--- src/rtl/sscg_pkg.sv ---
package sscg_pkg;

  typedef enum logic [1:0] {
    ACT_NONE = 2'd0,
    ACT_CLR  = 2'd1,
    ACT_FRAC = 2'd2,
    ACT_SET  = 2'd3
  } wr_act_e;

  localparam logic SEL_FRAC = 1'b0;
  localparam logic SEL_CFG  = 1'b1;

  // distance of an index from the start of the triangle
  function automatic int unsigned tri_fold(input int unsigned idx,
                                           input int unsigned depth);
    if (idx <= depth / 2) return idx;
    return depth - idx;
  endfunction

  // level for a folded distance: zero at the origin, else fold*step-1
  function automatic int unsigned tri_level(input int unsigned fold,
                                            input int unsigned step);
    if (fold == 0) return 0;
    return fold * step - 1;
  endfunction

endpackage

--- src/rtl/sscg_edge_sync.sv ---
module sscg_edge_sync #(
  parameter int SYNC_STAGES = 2
) (
  input  logic clk,
  input  logic rst_n,
  input  logic async_in,
  output logic rise,
  output logic fall
);
  localparam int CHAIN = SYNC_STAGES + 1;

  logic [CHAIN-1:0] chain_q;
  logic             sync_now;
  logic             sync_prev;

  always_ff @(posedge clk) begin
    if (!rst_n) chain_q <= '0;
    else        chain_q <= {chain_q[CHAIN-2:0], async_in};
  end

  assign sync_now  = chain_q[CHAIN-2];
  assign sync_prev = chain_q[CHAIN-1];
  assign rise      = sync_now & ~sync_prev;
  assign fall      = ~sync_now & sync_prev;

endmodule

--- src/rtl/sscg_tri_table.sv ---
module sscg_tri_table import sscg_pkg::*; #(
  parameter int DEPTH = 32,
  parameter int STEP  = 32'h200,
  parameter int VAL_W = 13,
  parameter int IDX_W = $clog2(DEPTH)
) (
  input  logic [IDX_W-1:0] idx,
  output logic [VAL_W-1:0] level
);
  int unsigned fold_c;

  always_comb begin
    fold_c = tri_fold(int'(idx), DEPTH);
    level  = VAL_W'(tri_level(fold_c, STEP));
  end

endmodule

--- src/rtl/sscg_wr_sched.sv ---
module sscg_wr_sched import sscg_pkg::*; #(
  parameter int DEPTH = 32,
  parameter int IDX_W = $clog2(DEPTH)
) (
  input  logic             clk,
  input  logic             rst_n,
  input  logic             run_en,
  input  logic             rise,
  input  logic             fall,
  output wr_act_e          act,
  output logic [IDX_W-1:0] idx,
  output logic             overrun
);
  localparam logic [IDX_W-1:0] LAST_IDX = IDX_W'(DEPTH - 1);

  logic frac_req;
  logic clr_req;
  logic en_clr;
  logic frac_done;

  logic rise_ok, rise_drop, fall_ok, fall_drop, idle_c;

  always_comb begin
    act = ACT_NONE;
    if (clr_req && !en_clr)
      act = ACT_CLR;
    else if (en_clr && frac_req && !frac_done)
      act = ACT_FRAC;
    else if (en_clr && (frac_done || (!run_en && !frac_req)))
      act = ACT_SET;
  end

  assign rise_ok   = run_en && rise && !frac_req && !frac_done;
  assign rise_drop = run_en && rise && (frac_req || frac_done);
  assign fall_ok   = run_en && fall && !clr_req && !en_clr;
  assign fall_drop = run_en && fall && (clr_req || en_clr);
  assign idle_c    = !run_en && !en_clr && !clr_req;

  always_ff @(posedge clk) begin
    if (!rst_n) begin
      frac_req  <= 1'b0;
      clr_req   <= 1'b0;
      en_clr    <= 1'b0;
      frac_done <= 1'b0;
      idx       <= '0;
      overrun   <= 1'b0;
    end else begin
      if (rise_ok) frac_req <= 1'b1;
      if (fall_ok) clr_req  <= 1'b1;
      if (rise_drop || fall_drop) overrun <= 1'b1;
      unique case (act)
        ACT_CLR: begin
          clr_req <= 1'b0;
          en_clr  <= 1'b1;
        end
        ACT_FRAC: begin
          frac_req  <= 1'b0;
          frac_done <= 1'b1;
          idx       <= (idx == LAST_IDX) ? '0 : idx + 1'b1;
        end
        ACT_SET: begin
          en_clr    <= 1'b0;
          frac_done <= 1'b0;
        end
        default: ;
      endcase
      if (idle_c) begin
        frac_req <= 1'b0;
        idx      <= '0;
      end
    end
  end

  // a dropped edge must leave the flag raised for good
  assert_overrun_sticky_R7: assert property (@(posedge clk) disable iff (!rst_n)
    overrun |=> overrun);

endmodule

--- src/rtl/sscg_frac_seq.sv ---
module sscg_frac_seq import sscg_pkg::*; #(
  parameter int          DEPTH       = 32,
  parameter int          STEP        = 32'h200,
  parameter int          VAL_W       = 13,
  parameter int          FRAC_LSB    = 3,
  parameter int          WORD_W      = 32,
  parameter int          FRACEN_BIT  = 4,
  parameter logic [31:0] CFG_BASE    = 32'h0000_0300,
  parameter int          SYNC_STAGES = 2
) (
  input  logic              clk,
  input  logic              rst_n,
  input  logic              run_en,
  input  logic              trig_in,
  output logic              wr_stb,
  output logic              wr_sel,
  output logic [WORD_W-1:0] wr_data,
  output logic              overrun
);
  localparam int IDX_W = $clog2(DEPTH);
  localparam logic [WORD_W-1:0] EN_MASK  = WORD_W'(1) << FRACEN_BIT;
  localparam logic [WORD_W-1:0] CFG_CLR  = WORD_W'(CFG_BASE) & ~EN_MASK;
  localparam logic [WORD_W-1:0] CFG_SET  = WORD_W'(CFG_BASE) | EN_MASK;
  localparam logic [WORD_W-1:0] FIELD_MK =
    ((WORD_W'(1) << VAL_W) - WORD_W'(1)) << FRAC_LSB;

  logic             trig_rise;
  logic             trig_fall;
  wr_act_e          act;
  logic [IDX_W-1:0] idx;
  logic [VAL_W-1:0] level;

  sscg_edge_sync #(.SYNC_STAGES(SYNC_STAGES)) sync_i (
    .clk      (clk),
    .rst_n    (rst_n),
    .async_in (trig_in),
    .rise     (trig_rise),
    .fall     (trig_fall)
  );

  sscg_wr_sched #(.DEPTH(DEPTH), .IDX_W(IDX_W)) sched_i (
    .clk     (clk),
    .rst_n   (rst_n),
    .run_en  (run_en),
    .rise    (trig_rise),
    .fall    (trig_fall),
    .act     (act),
    .idx     (idx),
    .overrun (overrun)
  );

  sscg_tri_table #(.DEPTH(DEPTH), .STEP(STEP), .VAL_W(VAL_W), .IDX_W(IDX_W)) table_i (
    .idx   (idx),
    .level (level)
  );

  always_ff @(posedge clk) begin
    if (!rst_n) begin
      wr_stb  <= 1'b0;
      wr_sel  <= SEL_FRAC;
      wr_data <= '0;
    end else begin
      wr_stb <= (act != ACT_NONE);
      unique case (act)
        ACT_FRAC: begin
          wr_sel  <= SEL_FRAC;
          wr_data <= WORD_W'(level) << FRAC_LSB;
        end
        ACT_CLR: begin
          wr_sel  <= SEL_CFG;
          wr_data <= CFG_CLR;
        end
        ACT_SET: begin
          wr_sel  <= SEL_CFG;
          wr_data <= CFG_SET;
        end
        default: begin
          wr_sel  <= SEL_FRAC;
          wr_data <= '0;
        end
      endcase
    end
  end

  // Shadow of the enable bit as seen on the write port, for the checks below
  logic mon_cleared;
  logic mon_frac_seen;
  logic frac_wr, clr_wr, set_wr;

  assign frac_wr = wr_stb && (wr_sel == SEL_FRAC);
  assign clr_wr  = wr_stb && (wr_sel == SEL_CFG) && (wr_data == CFG_CLR);
  assign set_wr  = wr_stb && (wr_sel == SEL_CFG) && (wr_data == CFG_SET);

  always_ff @(posedge clk) begin
    if (!rst_n) begin
      mon_cleared   <= 1'b0;
      mon_frac_seen <= 1'b0;
    end else begin
      if (clr_wr) mon_cleared <= 1'b1;
      if (set_wr) begin
        mon_cleared   <= 1'b0;
        mon_frac_seen <= 1'b0;
      end
      if (frac_wr) mon_frac_seen <= 1'b1;
    end
  end

  // a fraction word only lands inside a clear/set window, once per window
  assert_frac_in_window_R5: assert property (@(posedge clk) disable iff (!rst_n)
    frac_wr |-> (mon_cleared && !mon_frac_seen));

  // while running, the set word follows a fraction word
  assert_set_after_frac_R5: assert property (@(posedge clk) disable iff (!rst_n)
    (set_wr && $past(run_en)) |-> mon_frac_seen);

  // configuration traffic carries only the clear or set word
  assert_cfg_word_legal_R9: assert property (@(posedge clk) disable iff (!rst_n)
    (wr_stb && wr_sel == SEL_CFG) |-> (clr_wr || set_wr));

  // fraction data stays inside its field
  assert_frac_field_R3: assert property (@(posedge clk) disable iff (!rst_n)
    frac_wr |-> ((wr_data & ~FIELD_MK) == '0));

endmodule

--- config.mk ---
export PLATFORM = sky130hd
export DESIGN_NAME = sscg_frac_seq
export DESIGN_NICKNAME = d
export VERILOG_FILES = /design/src/rtl/sscg_pkg.sv /design/src/rtl/sscg_edge_sync.sv /design/src/rtl/sscg_tri_table.sv /design/src/rtl/sscg_wr_sched.sv /design/src/rtl/sscg_frac_seq.sv
export SDC_FILE = /design/constraint.sdc
export NUM_CORES = 1
export LEC_CHECK = 0
export BUFFER_PORTS_ARGS = -buffer_cell sky130_fd_sc_hd__buf_2
export CORE_AREA = 2 2 65 67
export CTS_CLUSTER_DIAMETER = 40
export DETAILED_ROUTE_END_ITERATION = 7
export DIE_AREA = 0 0 67 69
export PLACE_DENSITY = 0.51
export SYNTH_ARGS = -nofsm -noshare
export SYNTH_HDL_FRONTEND = slang
export SYNTH_SLANG_ARGS = --single-unit
export TNS_END_PERCENT = 10
--- constraint.sdc ---
create_clock -name clk -period 1.6 [get_ports clk]
set_input_delay 0.08 -clock clk [delete_from_list [all_inputs] [get_ports clk]]
set_output_delay 0.08 -clock clk [all_outputs]
set_load 0.02 [all_outputs]
==> results of run 1 <==
## layout make-up
type,count,share of cell area (%)
clock buffers,4,4.06
repair buffers,32,14.2
flip-flops and latches,22,32.7
multi-input cells,99,43.0
well taps,50,4.62
inverters,5,1.39
## how the worst max path moves through the flow
| stage | start | to | slack [ns] | cells past startpoint |
|---|---|---|---|---|
| 2_1_floorplan | sched_i.idx[0] | wr_data[15] | -0.07 | 8 |
| 3_3_place_gp | sched_i.idx[1] | wr_data[15] | 0.004 | 7 |
| 3_5_place_dp | sched_i.idx[1] | wr_data[15] | -0.02 | 7 |
| 4_1_cts | sched_i.idx[1] | wr_data[15] | 0.005 | 7 |
| 5_1_grt | sched_i.idx[0] | sched_i.idx[3] | -0.04 | 5 |
| 6_report | sched_i.idx[0] | sched_i.idx[3] | 0.02 | 5 |
## synthesized netlist by cell type (all sizes together)
cell type | number | share of area, %
dfxtp | 22 | 38
clkbuf | 2 | 0.65
buf | 27 | 17
a21oi | 10 | 4.4
or4 | 1 | 0.65
o21ai | 7 | 3.1
xnor2 | 4 | 3.1
and3 | 2 | 1.6
and2b | 2 | 1.4
conb | 1 | 0.33
nor4 | 2 | 1.6
o22ai | 1 | 0.55
o31ai | 2 | 1.3
o21ba | 1 | 0.87
or3b | 1 | 0.76
and2 | 3 | 1.6
nor2 | 20 | 6.5
nand2 | 4 | 1.5
nand3b | 1 | 0.65
o211ai | 1 | 0.65
o32ai | 1 | 0.76
nand2b | 4 | 2.2
inv | 5 | 1.6
ha | 3 | 3.3
a31oi | 2 | 1.1
nand3 | 4 | 1.7
nor3 | 2 | 0.87
nor3b | 2 | 1.3
## layer usage
metal | share of wire [%] | vias up | track usage (%)
li1 | - | 463 | -
met1 | 46 | 382 | 10.8
met2 | 44 | 39 | 13.5
met3 | 8.0 | 2 | 2.45
met4 | 2.0 | 0 | 5.44
met5 | 0 | - | 0
## power by group
group          switching, µW  leakage (µW)  total [µW]  internal, µW
Clock                    158     0.0000288         377           219
Combinational           54.4      0.000408        64.7          10.2
Sequential              2.93      0.000179         555           552
Total                    215      0.000615         996           780
## through the flow
step	hold slack (ns)	power, µW	utilization [%]	setup slack [ns]	instances
global placement	0.291	630	32.2	0.00358	205
detailed placement	0.296	631	32.2	-0.0197	205
CTS	0.0247	1010	34.3	0.00489	212
floorplan	0.202	654	-	-0.0731	155
finish	0.0314	996	34.6	0.0248	212
global route	0.0263	1040	34.6	-0.0398	212
## timing repair
item	in CTS	in global routing
endpoints found under the setup margin	2	5
pin swaps	3	2
cloned	0	0
setup buffers	3	0
gates resized for setup	3	5
hold buffers	0	0
## cells by family after synthesis
group	synth area share, %
DFF	38.4
buffers and inverters	19.7
AOI/OAI and AO/OA	12.7
other	0.327
adders and majority gates	3.27
xor gates and xnor gates	3.05
and+or+nand+nor	22.6
## flip-flops by register name, indices dropped and copies added (netlist names)
register	count
wr_stb	1
sched_i.overrun	1
sched_i.clr_req	1
wr_sel	1
sched_i.frac_done	1
sched_i.idx	5
wr_data	7
sched_i.en_clr	1
sched_i.frac_req	1
sync_i.chain_q	3
## critical path, cell delays in order, from the launching register on
cell     delay [ns]
dfxtp_2        0.34
ha_2           0.19
and3_2         0.21
ha_2           0.17
or4_4          0.50
a21oi_2        0.11
## cell usage in the layout (no fill, tap or decap), types with 2 or more instances in the layout
master	Yosys	final
nor2_1	20	20
dfxtp_1	22	20
conb_1	1	19
buf_2	1	19
buf_4	26	13
a21oi_1	10	8
o21ai_0	7	7
nand2b_1	4	4
xnor2_1	4	4
clkbuf_8	0	4
inv_1	5	3
nand3_1	4	3
and2_1	3	3
nand2_1	3	3
ha_2	0	3
inv_2	0	2
a31oi_1	2	2
o31ai_1	2	2
nor3b_1	2	2
nor3_1	2	2
a21oi_2	0	2
dfxtp_2	0	2
==> flow_results.org, run 1 <==
** Die
- The die is 67 µm wide.
- Initial core utilization :: 29.3%
- Core outline area :: 3910 µm²
- Full die area :: 4620 µm²
- Boundary Pins :: 39
- Row cnt :: 23
- From bottom edge to top edge, the die measures 69 µm.

** Layout
- After the last flow step, the layout net total stands at 170.
- The finished cells cover 1360 µm².
- The repair_antennas step left the layout with diodes totalling 0.
- Relative to the synthesized area, the layout overhead comes to 18.1%.
- Area taken by multi-input logic gates :: 583 µm²
- Register cell area after layout :: 443 µm²
- Fill cell instance count of the final layout :: 429
- In the final layout, the share of cells above drive strength 1 is 33.3%.

** Critical path
- In this run the worst path has a maximum fanout of 3.
- Critical path required time :: 1.80 ns
- For the worst setup path, the data arrival time is 1.77 ns.
- Startpoint-to-endpoint class of the critical path :: flop to flop
- Critical register-to-register path endpoint :: sched_i.idx[3]
- Depth of the worst register-to-register path :: 5
- Crit end category :: flop
- The setup check on the worst reg-to-reg path leaves a slack of 0.02 ns.
- Crit path launch type :: flop
- Worst reg2reg path startpoint :: sched_i.idx[0]

** Min path
- The worst hold path passes through 2 cells.
- In this run the worst hold path is classified as input port to flop.
- Worst Min Path Start :: trig_in
- Hold Crit Endpoint :: sync_i.chain_q[0]

** Placement
- RD Place Congestion :: 0.859
- Post-Place Cell Area :: 1260 µm²
- Number of buffer cells added on primary ports :: 19
- The HPWL after detailed placement is 1470 µm.

** Timing
- The number of hold-slack violations in the final timing report came to 0.
- The routed design could run at a clock period as short as 1.58 ns.
- Max Fclk :: 0.635 GHz
- For the final routed database, the setup TNS stands at 0 ns.
- Clock Skews :: 0.00129 ns
- Setup repair after global routing could not meet its margin everywhere.
- The number of max-slew violations in the final report came to 0.
- Setup violations remaining at the end of the flow were counted as 0.
- Final Cycle Share :: 98.5%

** GRT
- Initial antenna violation count :: 0
- GRT overflow :: 0
- For this run, the total global-route usage over all layers was measured as 8.87%.
- Pin count of the biggest net entering global routing :: 13
- The first global-routing pass estimated 3190 µm of wire.
- The number of global-route vias before repair was 749.

** Routing
- After the first detailed-routing iteration, the DRC count stood at 20.
- Post-route DRC :: 0
- TritonRoute pass-1 iters :: 4
- Post-detailed-route wirelength per cell :: 9.28 µm
- Routed via count divided by cell count :: 4.18
- Routed Antenna Nets :: 0
- For this block, the routed nets add up to 1970 µm of wire.
- Total vias in the final route :: 886

** Yosys
- Count of distinct cell types in the synthesized netlist :: 33
- The share of the Yosys chip area taken by registers is 38.4%.
- In this run the mean area of a mapped cell was 8.37 µm².
- Post-synthesis sequential element count :: 22
- During synthesis, Yosys emitted a total of 0 warnings.
- Instance count of the mapped netlist :: 137
- Cell area after synthesis :: 1150 µm²

** Power and ir drop
- Pwr dens :: 735 nW/µm²
- Leakage power summed over all cells :: 0.000615 µW
- Worst vdd ir :: 0.373 mV

** Clocking
- Clock tree synthesis found a total of 22 sinks.
- CTS built an H-tree with a depth of 1.
- Inserted Clock Buffers :: 3
- The clock reaches the later pin of the worst-skew pair after 0.25 ns.
- CTS Root Buffer Type :: clkbuf_8
- TritonCTS built the clock tree.
- Counting along the longest clock path gives a buffer depth of 2.
- Clock-pin slew was measured on the worst setup and hold paths at 0.07 ns.

** Outcome
- Run status :: finished clean

** Flow run
- MaxCap Viol Count :: 0
(Power assumes the default switching activity.)
==> run 2, diff against run 1 <==
Settings changed: MAX_ROUTING_LAYER set to met4.
==> run 2 against run 1 <==
Against the previous run:
- register-to-register slack hardly changed
- non-clock buffer count unchanged
- first-iteration DRC count unchanged
- highest routed layer unchanged
- die area did not move
- largest cell class unchanged
- maximum frequency is essentially flat
- via count did not move
- hold slack is essentially flat
- design area unchanged
- combinational power about the same
- utilization is the same
- count of clock-buffer cells in the layout stayed put
- critical path depth unchanged
==> flow_results.org, run 2 (synthesized netlist as in run 1, its figures left out) <==
** Routing
- TritonRoute pass-1 iters :: 4
- Post-detailed-route wirelength per cell :: 9.28 µm
- The detailed router finished its first iteration with 20 violations.
- Once detail routing completed, the nets flagged for antenna violations numbered 0.
- Total vias in the final route :: 886
- Routed via count divided by cell count :: 4.18
- The final layout contains routed wiring with a total length of 1970 µm.
- Post-route DRC :: 0

** Power and ir drop
- Power spread over the standard cell area amounts to 735 nW/µm².
- Leakage power summed over all cells :: 0.000615 µW
- Registers are responsible for 55.7% of the overall power.
- Per report_power, the combinational group accounts for 6.5% of the total.
- Summed over all nets, the switching power comes to 215 µW.
- Sw Share :: 21.6%
- Internal cell power :: 780 µW
- The worst-case IR drop observed on VDD is 0.373 mV.
- Relative contribution of the clock network to total power :: 37.8%

** Placement
- At the end of routability-driven placement, the weighted congestion stood at 0.873.
- Number of buffer cells added on primary ports :: 19
- Detailed Place HPWL :: 1470 µm
- Placed insts :: 205

** Clocking
- After clock tree synthesis, the flow added hold-fix buffers numbering 0.
- Clock input transition at the sequential cells of the worst setup and hold paths :: 0.07 ns
- Max H-tree Level :: 1
- Worst skew pair latency :: 0.25 ns
- TritonCTS created 3 clock buffers.
- Buffer levels on the longest clock path :: 2
- Number of clock sinks :: 22
- CTS Root Buffer Type :: clkbuf_8
- TritonCTS clock tree :: yes

** Timing
- Setup repair after global routing missed its margin :: yes
- After layout, the worst path uses 98.4% of the clock period.
- The smallest clock period supported by the final layout is computed as 1.58 ns.
- For the final database, setup skew stands at 0.00134 ns.
- Based on the critical path, the design can be clocked at up to 0.635 GHz.
- Final max-slew violation count :: 0
- The number of hold-slack violations in the final timing report was 0.
- Setup violations remaining at the end of the flow were counted as 0.

** Layout
- Non-filler instance count after layout :: 212
- At the end of the flow the core is filled with cells to 34.6%.
- The register with the most flip-flops in the layout has 7 of them.
- Antenna cells :: 0
- Commonest cells after routing, fill and taps aside :: 20 x nor2_1, 20 x dfxtp_1, 19 x conb_1, 19 x buf_2, 13 x buf_4
- The largest registers in the layout are wr_data x7, sched_i.idx x5, sync_i.chain_q x3.
- Fraction of final layout cells sized beyond drive strength 1 :: 33.3%
- After the last flow step, the layout net total stands at 170.
- The register with the most flip-flops in the final layout is wr_data.
- Synthesis-to-layout area growth :: 18.1%

** Flow run
- Max-cap violations in this run came to 0.

** Critical path
- The worst register-to-register path has a setup slack of 0.02 ns.
- Along the worst path, the maximum fanout reaches 3.
- Worst reg2reg path startpoint :: sched_i.idx[0]
- Critical path required time :: 1.80 ns
- Measured in cells, the most critical reg-to-reg path has a length of 5.
- Crit path launch type :: flop
- CP Data Arrival Time :: 1.77 ns
- The worst register-to-register path ends at sched_i.idx[3].
- Startpoint-to-endpoint class of the critical path :: flop to flop
- Crit end category :: flop

** Die
- In this run the horizontal extent of the chip is 67 µm.
- The die is 69 µm tall.
- During I/O placement, the number of pins put on the boundary was 39.
- The die covers 4620 µm².
- The region available for standard cell placement spans 3910 µm².
- The floorplan has 23 rows.
- For this configuration, the core starts out at a cell density of 29.3%.

** GRT
- Pin count of the biggest net entering global routing :: 13
- Global routing used 9.11% of the available tracks across all layers.
- Vias in the first global route :: 749
- The first global-routing pass estimated 3200 µm of wire.
- Global routing finished with a remaining overflow of 0.
- The initial antenna violation count came to 0.

** Min path
- Cell count of the worst hold path :: 2
- Worst Min Path Start :: trig_in
- The path class of the tightest hold or removal check is input port to flop.
- Hold Crit Endpoint :: sync_i.chain_q[0]

** Outcome
- The flow ran to the end, and the final reports show no timing, DRC or antenna violations.
-- run 2: cell counts in the layout (fill, tap and decap cells not counted) --
No cell type changed its count.
-- run 2: what timing repair did --
| item | in CTS | in global routing |
|---|---|---|
| gates cloned | 0 | 0 |
| setup buffers | 3 | 0 |
| gates resized for setup | 3 | 5 |
| pin swaps | 3 | 2 |
| endpoints found under the setup margin | 2 | 5 |
-- run 2: worst max-delay path, cell delays in order, from the launching register on --
cell and delay, ns:
dfxtp_2 0.34, ha_2 0.19, and3_2 0.21, ha_2 0.17, or4_4 0.50, a21oi_2 0.11
-- run 2: worst max path at each step --
stage          cells past startpoint  slack (ns)            from        endpoint
2_1_floorplan                      8       -0.07  sched_i.idx[0]     wr_data[15]
3_3_place_gp                       7       0.004  sched_i.idx[1]     wr_data[15]
3_5_place_dp                       7       -0.02  sched_i.idx[1]     wr_data[15]
4_1_cts                            7       0.005  sched_i.idx[1]     wr_data[15]
5_1_grt                            5       -0.04  sched_i.idx[0]  sched_i.idx[3]
6_report                           5        0.02  sched_i.idx[0]  sched_i.idx[3]
-- run 2: through the flow --
step           power (µW)  hold WS (ns)  setup TNS (ns)  worst slack (ns)  cell area, µm²
3_3_place_gp          630         0.291               0           0.00358            1260
5_1_grt              1040        0.0263          -0.112           -0.0398            1360
4_1_cts              1010        0.0247               0           0.00489            1340
3_5_place_dp          631         0.296         -0.0348           -0.0197            1260
2_1_floorplan         654         0.202          -0.142           -0.0731            1240
6_report              996        0.0315               0            0.0248            1360
-- run 2: routing by layer --
layer | GRT usage (%) | up-vias | part of all wire, %
met5 | - | - | 0
met4 | 5.44 | 0 | 2.0
met3 | 2.45 | 2 | 8.0
met2 | 13.5 | 39 | 44
met1 | 10.8 | 382 | 46
li1 | - | 463 | -
-- run 2: power by group through the flow --
stage | clock network (µW) | registers [µW] | logic, µW
after global placement | 0 | 567 | 63.1
after CTS | 396 | 554 | 63.5
after global routing | 418 | 555 | 68.9
final | 376 | 555 | 64.7
after floorplan | 0 | 567 | 87.1
after detailed placement | 0 | 567 | 63.4
-- run 2: layout make-up --
type	instances	area [µm²]
clock buffer	4	55.1
fill	429	2560
inverter	5	18.8
multi-input combinational	99	583
sequential	22	443
tap	50	62.6
timing repair buffer	32	193
